==> src/rtl/unp_pkg.sv <==
package unp_pkg;

  // What the lane currently at the head of the beat buffer turns into.
  typedef enum logic [2:0] {
    ACT_NONE  = 3'd0,  // buffer empty
    ACT_DROP  = 3'd1,  // lane outside any packet, discarded
    ACT_HDR   = 3'd2,  // header word, opens a packet
    ACT_PAY   = 3'd3,  // payload word of the open packet
    ACT_CLOSE = 3'd4   // inserted closing word for a truncated packet
  } lane_act_e;

  localparam logic [31:0] DEF_IDLE_WORD = 32'hC0DE_1D1E;

endpackage

==> src/rtl/unp_beat_buf.sv <==
module unp_beat_buf #(
  parameter int LANES  = 4,
  parameter int LANE_W = 32,
  parameter int LEN_W  = 8,
  localparam int LIDX_W = $clog2(LANES),
  localparam int BEAT_W = LANES * LANE_W
) (
  input  logic              clk,
  input  logic              rst_n,
  input  logic              in_valid,
  output logic              in_ready,
  input  logic              in_start,
  input  logic [LIDX_W-1:0] in_hdr_lane,
  input  logic [LEN_W-1:0]  in_len,
  input  logic [BEAT_W-1:0] in_data,
  input  logic              lane_step,
  output logic              buf_full,
  output logic [LANE_W-1:0] cur_word,
  output logic              cur_is_hdr,
  output logic [LEN_W-1:0]  hdr_len
);

  localparam logic [LIDX_W-1:0] LAST_LANE = LIDX_W'(LANES - 1);

  logic [BEAT_W-1:0] data_q;
  logic              start_q;
  logic [LIDX_W-1:0] hdr_q;
  logic [LIDX_W-1:0] idx_q;
  logic              beat_accept;
  logic [LANE_W-1:0] lane_w [LANES];

  assign in_ready    = !buf_full;
  assign beat_accept = in_valid && in_ready;

  for (genvar g = 0; g < LANES; g++) begin : g_lane
    assign lane_w[g] = data_q[g*LANE_W +: LANE_W];
  end

  always_ff @(posedge clk) begin
    if (!rst_n) begin
      buf_full <= 1'b0;
      idx_q    <= '0;
    end else if (beat_accept) begin
      buf_full <= 1'b1;
      idx_q    <= '0;
    end else if (lane_step) begin
      if (idx_q == LAST_LANE) buf_full <= 1'b0;
      idx_q <= idx_q + 1'b1;
    end
  end

  always_ff @(posedge clk) begin
    if (beat_accept) begin
      data_q  <= in_data;
      start_q <= in_start;
      hdr_q   <= in_hdr_lane;
      hdr_len <= in_len;
    end
  end

  assign cur_word   = lane_w[idx_q];
  assign cur_is_hdr = buf_full && start_q && (idx_q == hdr_q);

  // a freshly taken beat blocks the input on the following cycle
  assert_busy_after_accept_R2: assert property (@(posedge clk) disable iff (!rst_n)
    beat_accept |=> !in_ready);

endmodule

==> src/rtl/unp_pkt_track.sv <==
module unp_pkt_track #(
  parameter int LANE_W = 32,
  parameter int LEN_W  = 8,
  localparam int BYTE_SHIFT = $clog2(LANE_W / 8),
  localparam int CNT_W      = LEN_W - BYTE_SHIFT + 1
) (
  input  logic             clk,
  input  logic             rst_n,
  input  logic             hdr_fire,
  input  logic             pay_fire,
  input  logic             close_fire,
  input  logic [LEN_W-1:0] hdr_len,
  output logic             pkt_open,
  output logic             last_word
);

  logic [CNT_W-1:0] left_q;

  // Payload words for a length given as bytes minus one: ceil((len+1)/bytes_per_word).
  function automatic logic [CNT_W-1:0] words_for(input logic [LEN_W-1:0] len);
    return CNT_W'(len >> BYTE_SHIFT) + 1'b1;
  endfunction

  always_ff @(posedge clk) begin
    if (!rst_n) begin
      pkt_open <= 1'b0;
      left_q   <= '0;
    end else if (close_fire) begin
      pkt_open <= 1'b0;
      left_q   <= '0;
    end else if (hdr_fire) begin
      pkt_open <= 1'b1;
      left_q   <= words_for(hdr_len);
    end else if (pay_fire) begin
      left_q <= left_q - 1'b1;
      if (left_q == CNT_W'(1)) pkt_open <= 1'b0;
    end
  end

  assign last_word = (left_q == CNT_W'(1));

  // a packet that has just been opened owes at least one payload word
  assert_open_after_hdr_R3: assert property (@(posedge clk) disable iff (!rst_n)
    hdr_fire |=> pkt_open && !last_word || pkt_open && last_word);

endmodule

==> src/rtl/beat_unpacker.sv <==
module beat_unpacker #(
  parameter int          LANES     = 4,
  parameter int          LANE_W    = 32,
  parameter int          LEN_W     = 8,
  parameter logic [31:0] IDLE_WORD = unp_pkg::DEF_IDLE_WORD,
  localparam int LIDX_W = $clog2(LANES),
  localparam int BEAT_W = LANES * LANE_W
) (
  input  logic              clk,
  input  logic              rst_n,
  input  logic              in_valid,
  output logic              in_ready,
  input  logic              in_start,
  input  logic [LIDX_W-1:0] in_hdr_lane,
  input  logic [LEN_W-1:0]  in_len,
  input  logic [BEAT_W-1:0] in_data,
  output logic              out_valid,
  input  logic              out_ready,
  output logic [LANE_W-1:0] out_data,
  output logic              out_sop,
  output logic              out_eop,
  output logic              err_trunc,
  output logic              err_stray
);
  import unp_pkg::*;

  localparam logic [LANE_W-1:0] IDLE_LANE = LANE_W'(IDLE_WORD);

  logic              buf_full;
  logic [LANE_W-1:0] cur_word;
  logic              cur_is_hdr;
  logic [LEN_W-1:0]  hdr_len;
  logic              pkt_open;
  logic              last_word;
  lane_act_e         act;

  // Named internal events, also used by the assertions below.
  logic out_fire, hdr_fire, pay_fire, close_fire, lane_step, stray_seen;

  unp_beat_buf #(.LANES(LANES), .LANE_W(LANE_W), .LEN_W(LEN_W)) u_buf (
    .clk(clk), .rst_n(rst_n),
    .in_valid(in_valid), .in_ready(in_ready), .in_start(in_start),
    .in_hdr_lane(in_hdr_lane), .in_len(in_len), .in_data(in_data),
    .lane_step(lane_step), .buf_full(buf_full), .cur_word(cur_word),
    .cur_is_hdr(cur_is_hdr), .hdr_len(hdr_len)
  );

  unp_pkt_track #(.LANE_W(LANE_W), .LEN_W(LEN_W)) u_track (
    .clk(clk), .rst_n(rst_n),
    .hdr_fire(hdr_fire), .pay_fire(pay_fire), .close_fire(close_fire),
    .hdr_len(hdr_len), .pkt_open(pkt_open), .last_word(last_word)
  );

  // Lane classifier.
  always_comb begin
    act = ACT_NONE;
    if (buf_full) begin
      if (cur_is_hdr) act = pkt_open ? ACT_CLOSE : ACT_HDR;
      else            act = pkt_open ? ACT_PAY   : ACT_DROP;
    end
  end

  assign out_valid  = (act == ACT_HDR) || (act == ACT_PAY) || (act == ACT_CLOSE);
  assign out_data   = (act == ACT_CLOSE) ? IDLE_LANE : cur_word;
  assign out_sop    = (act == ACT_HDR);
  assign out_eop    = (act == ACT_CLOSE) || ((act == ACT_PAY) && last_word);

  assign out_fire   = out_valid && out_ready;
  assign hdr_fire   = out_fire && (act == ACT_HDR);
  assign pay_fire   = out_fire && (act == ACT_PAY);
  assign close_fire = out_fire && (act == ACT_CLOSE);
  assign lane_step  = (act == ACT_DROP) || hdr_fire || pay_fire;
  assign stray_seen = (act == ACT_DROP) && (cur_word != IDLE_LANE);

  always_ff @(posedge clk) begin
    if (!rst_n) begin
      err_trunc <= 1'b0;
      err_stray <= 1'b0;
    end else begin
      if (close_fire) err_trunc <= 1'b1;
      if (stray_seen) err_stray <= 1'b1;
    end
  end

  assert_hold_under_stall_R8: assert property (@(posedge clk) disable iff (!rst_n)
    out_valid && !out_ready |=> out_valid && $stable(out_data) && $stable(out_sop) && $stable(out_eop));

  assert_hdr_not_last_R3: assert property (@(posedge clk) disable iff (!rst_n)
    out_valid && out_sop |-> !out_eop);

  assert_eop_closes_pkt_R3: assert property (@(posedge clk) disable iff (!rst_n)
    out_fire && out_eop |=> !pkt_open);

  assert_close_then_hdr_R7: assert property (@(posedge clk) disable iff (!rst_n)
    close_fire |=> out_valid && out_sop && err_trunc);

  assert_trunc_sticky_R9: assert property (@(posedge clk) disable iff (!rst_n)
    err_trunc |=> err_trunc);

  assert_stray_sticky_R9: assert property (@(posedge clk) disable iff (!rst_n)
    err_stray |=> err_stray);

endmodule

==> config.mk <==
export PLATFORM = sky130hd
export DESIGN_NAME = beat_unpacker
export DESIGN_NICKNAME = d
export VERILOG_FILES = /design/src/rtl/unp_pkg.sv /design/src/rtl/unp_beat_buf.sv /design/src/rtl/unp_pkt_track.sv /design/src/rtl/beat_unpacker.sv
export SDC_FILE = /design/constraint.sdc
export NUM_CORES = 1
export LEC_CHECK = 0
export ABC_AREA = 1
export ABC_CLOCK_PERIOD_IN_PS = 7350
export BUFFER_PORTS_ARGS = -buffer_cell sky130_fd_sc_hd__buf_4
export CORE_AREA = 3 3 110 133
export DETAILED_ROUTE_END_ITERATION = 10
export DIE_AREA = 0 0 113 136
export PLACE_DENSITY = 0.8
export REMOVE_ABC_BUFFERS = 1
export SLEW_MARGIN = 15
export SYNTH_ARGS = -nofsm -noshare
export SYNTH_HDL_FRONTEND = slang
export SYNTH_SLANG_ARGS = --single-unit
==> constraint.sdc <==
create_clock -name clk -period 7.35 [get_ports clk]
set_clock_uncertainty 0.1 [all_clocks]
set_input_delay 0.735 -clock clk [delete_from_list [all_inputs] [get_ports clk]]
set_output_delay 0.735 -clock clk [all_outputs]
set_load 0.1 [all_outputs]
==> impl_metrics.json <==
{
  "drive_gt1_frac": 0.280,
  "dieArea_um2": 15400,
  "cp_slowest_cell": "buf_4",
  "p_leak_nw": 3.97,
  "placed_cell_area_um2": 8100,
  "worstSetupPathType": "reg2out",
  "ir_worst_vdd_uv": 159,
  "diodes": 0,
  "async_flop_share": 0,
  "synth_cells": 653,
  "synth_edf_count": 137,
  "cp_cell_sequence": "buf_4 > inv_4 > or2_1 > nand3_4 > inv_4 > ha_1 > nor3_4 > inv_2 > nand3_1 > inv_2 > buf_4",
  "fin_util": 0.651,
  "ant_nets": 0,
  "clk_pin_slew_ns": 0.06,
  "max_stage_delay_ns": 0.57,
  "hold_viol": 0,
  "die_y_um": 136,
  "dp_slack_ns": 2.93,
  "drt_iter0_drc": 297,
  "cp.required_ns": 6.51,
  "grt_pass1_wl_um": 24500,
  "period_needed_ns": 4.84,
  "io_pins": 181,
  "total_power_w": 0.00225,
  "mostFrequentLayoutCell": "nand2_1",
  "grt_usage": 0.208,
  "die_w_um": 113,
  "start_kind": "flip-flop",
  "critPathMaxFanout": 70,
  "vias": 4964,
  "synthFlopType": "edfxtp_1",
  "syn_to_final_growth_pct": 30.0,
  "drv_slew": 0,
  "critPathTopFamily": "buffers and inverters",
  "nets": 976,
  "ys_types": 31,
  "period_share": 0.658,
  "fin_ws_ns": 2.51,
  "rsz0062_at_grt": "false",
  "setup_tns_ns": 0,
  "via_per_inst": 4.92,
  "yosys_warnings": 0,
  "setup_viol": 0,
  "antenna_found_initial": 0,
  "cp.buffers_inverters": 6,
  "cts_setup_buffers": 0,
  "endpoint_kind": "primary output",
  "relSlewSlack": 0.337,
  "portBuffers": 178,
  "finalInstanceArea_um2": 8700,
  "syn_avg_cell_area_um2": 10.2,
  "final_cell_mix": "nand2_1 (211), buf_4 (180), edfxtp_1 (137)",
  "worstMarginPinSlew_ns": 0.994,
  "cts.sink_count": 150,
  "ctsHoldBuffers": 0,
  "ys_ff_latch": 150,
  "gp_congestion": 0.870,
  "max-cap-violations": 0,
  "worstHoldPathType": "reg2reg",
  "gr-total-overflow": 0,
  "grt_max_degree": 82,
  "clkLatencyLatePin_ns": 0.42,
  "cts_root_buf": "clkbuf_16",
  "netlist_area_um2": 6690,
  "grt_pass1_vias": 4960,
  "core_um2": 13400,
  "place_hpwl_um": 10200,
  "drc_errors": 0,
  "fmax_ghz": 0.207,
  "drtPass1Iterations": 5,
  "num_rows": 46,
  "synth-seq-area-share": 0.654,
  "cts_max_path_buffers": 2,
  "cts_tree": "built",
  "cellPowerDensity_nw_per_um2": 259,
  "cts_resized": 0,
  "arrival_ns": 4.00,
  "fillers": 1057,
  "start_util": 0.501,
  "regToRegSetupSlack_ns": 3.76,
  "wl_per_cell_um": 15.4,
  "status": "finished clean",
  "wl_um": 15500,
  "cts_buffers": 17,
  "htreeDepth": 4
}
==> stage by stage <==
stage | instances | hold slack [ns]
after floorplan | 629 | 0.358
after global placement | 977 | 0.340
after detailed placement | 977 | 0.348
after CTS | 1008 | 0.357
after global routing | 1008 | 0.365
final | 1008 | 0.352
==> worst paths after layout <==
kind,startpoint,to,cells after the start
setup reg to reg,u_buf.idx_q[0],u_buf.idx_q[0],14
setup / recovery,u_buf.idx_q[0],out_data[16],11
hold / removal,err_trunc,err_trunc,2
hold reg to reg,err_trunc,err_trunc,2
==> worst reg2reg max path: cells and delay by family (launching register included) <==
| kind | cells | cell delay (ns) |
|---|---|---|
| flops | 1 | 0.31 |
| fa+ha+maj | 1 | 0.34 |
| simple gates | 5 | 1.03 |
| buf+inv | 6 | 1.53 |
| compound gates | 2 | 0.17 |
==> power by group <==
part	switching [W]	total, W	internal, W
Combinational	0.000264	0.000373	0.000109
Sequential	0.0000156	0.00101	0.000993
Clock	0.000312	0.000873	0.000561
Total	0.000591	0.00225	0.00166
==> kinds of logic after synthesis <==
logic type                 Yosys count  synth area share
adders and majority gates            5           0.00935
buffers and inverters              117            0.0767
DFF                                150             0.654
and+or+nand+nor                    343             0.224
xor gates and xnor gates             6           0.00785
AOI/OAI and AO/OA                   32            0.0280
==> Yosys cell counts (4+ instances only) <==
cell type	number	area (µm²)
ha_1	5	62.6
dfxtp_1	13	260
o21ai_0	9	45.0
nor2_1	17	63.8
xnor2_1	4	35.0
nand3_1	99	495
edfxtp_1	137	4110
buf_2	17	85.1
nand2_1	211	792
buf_6	5	56.3
a21oi_1	13	65.1
inv_1	80	300
inv_2	10	37.5
==> sequential cells by signal (all words and copies together) (netlist names) <==
signal and flops:
u_buf.idx_q 2, err_stray 1, u_buf.buf_full 1, u_buf.hdr_q 2
u_buf.data_q 128, u_track.left_q 7, err_trunc 1, u_track.pkt_open 1
u_buf.start_q 1, u_buf.hdr_len 6
==> per-layer routing <==
metal,global-route usage,up-vias,share of wire
met5,0,-,0
met4,0.0975,0,0.029
met3,0.0525,27,0.065
met2,0.372,161,0.53
met1,0.232,2276,0.38
li1,-,2500,-
==> area by class of cell <==
type                            instances  area (µm²)  share of cell area
Multi-Input combinational cell        386        1800               0.207
Clock inverter                         11         158              0.0181
Timing Repair Buffer                  180        1350               0.155
Inverter                               93         359              0.0413
Sequential cell                       150        4380               0.503
Tap cell                              168         210              0.0242
Clock buffer                           20         437              0.0502
(Power assumes the default switching activity.)
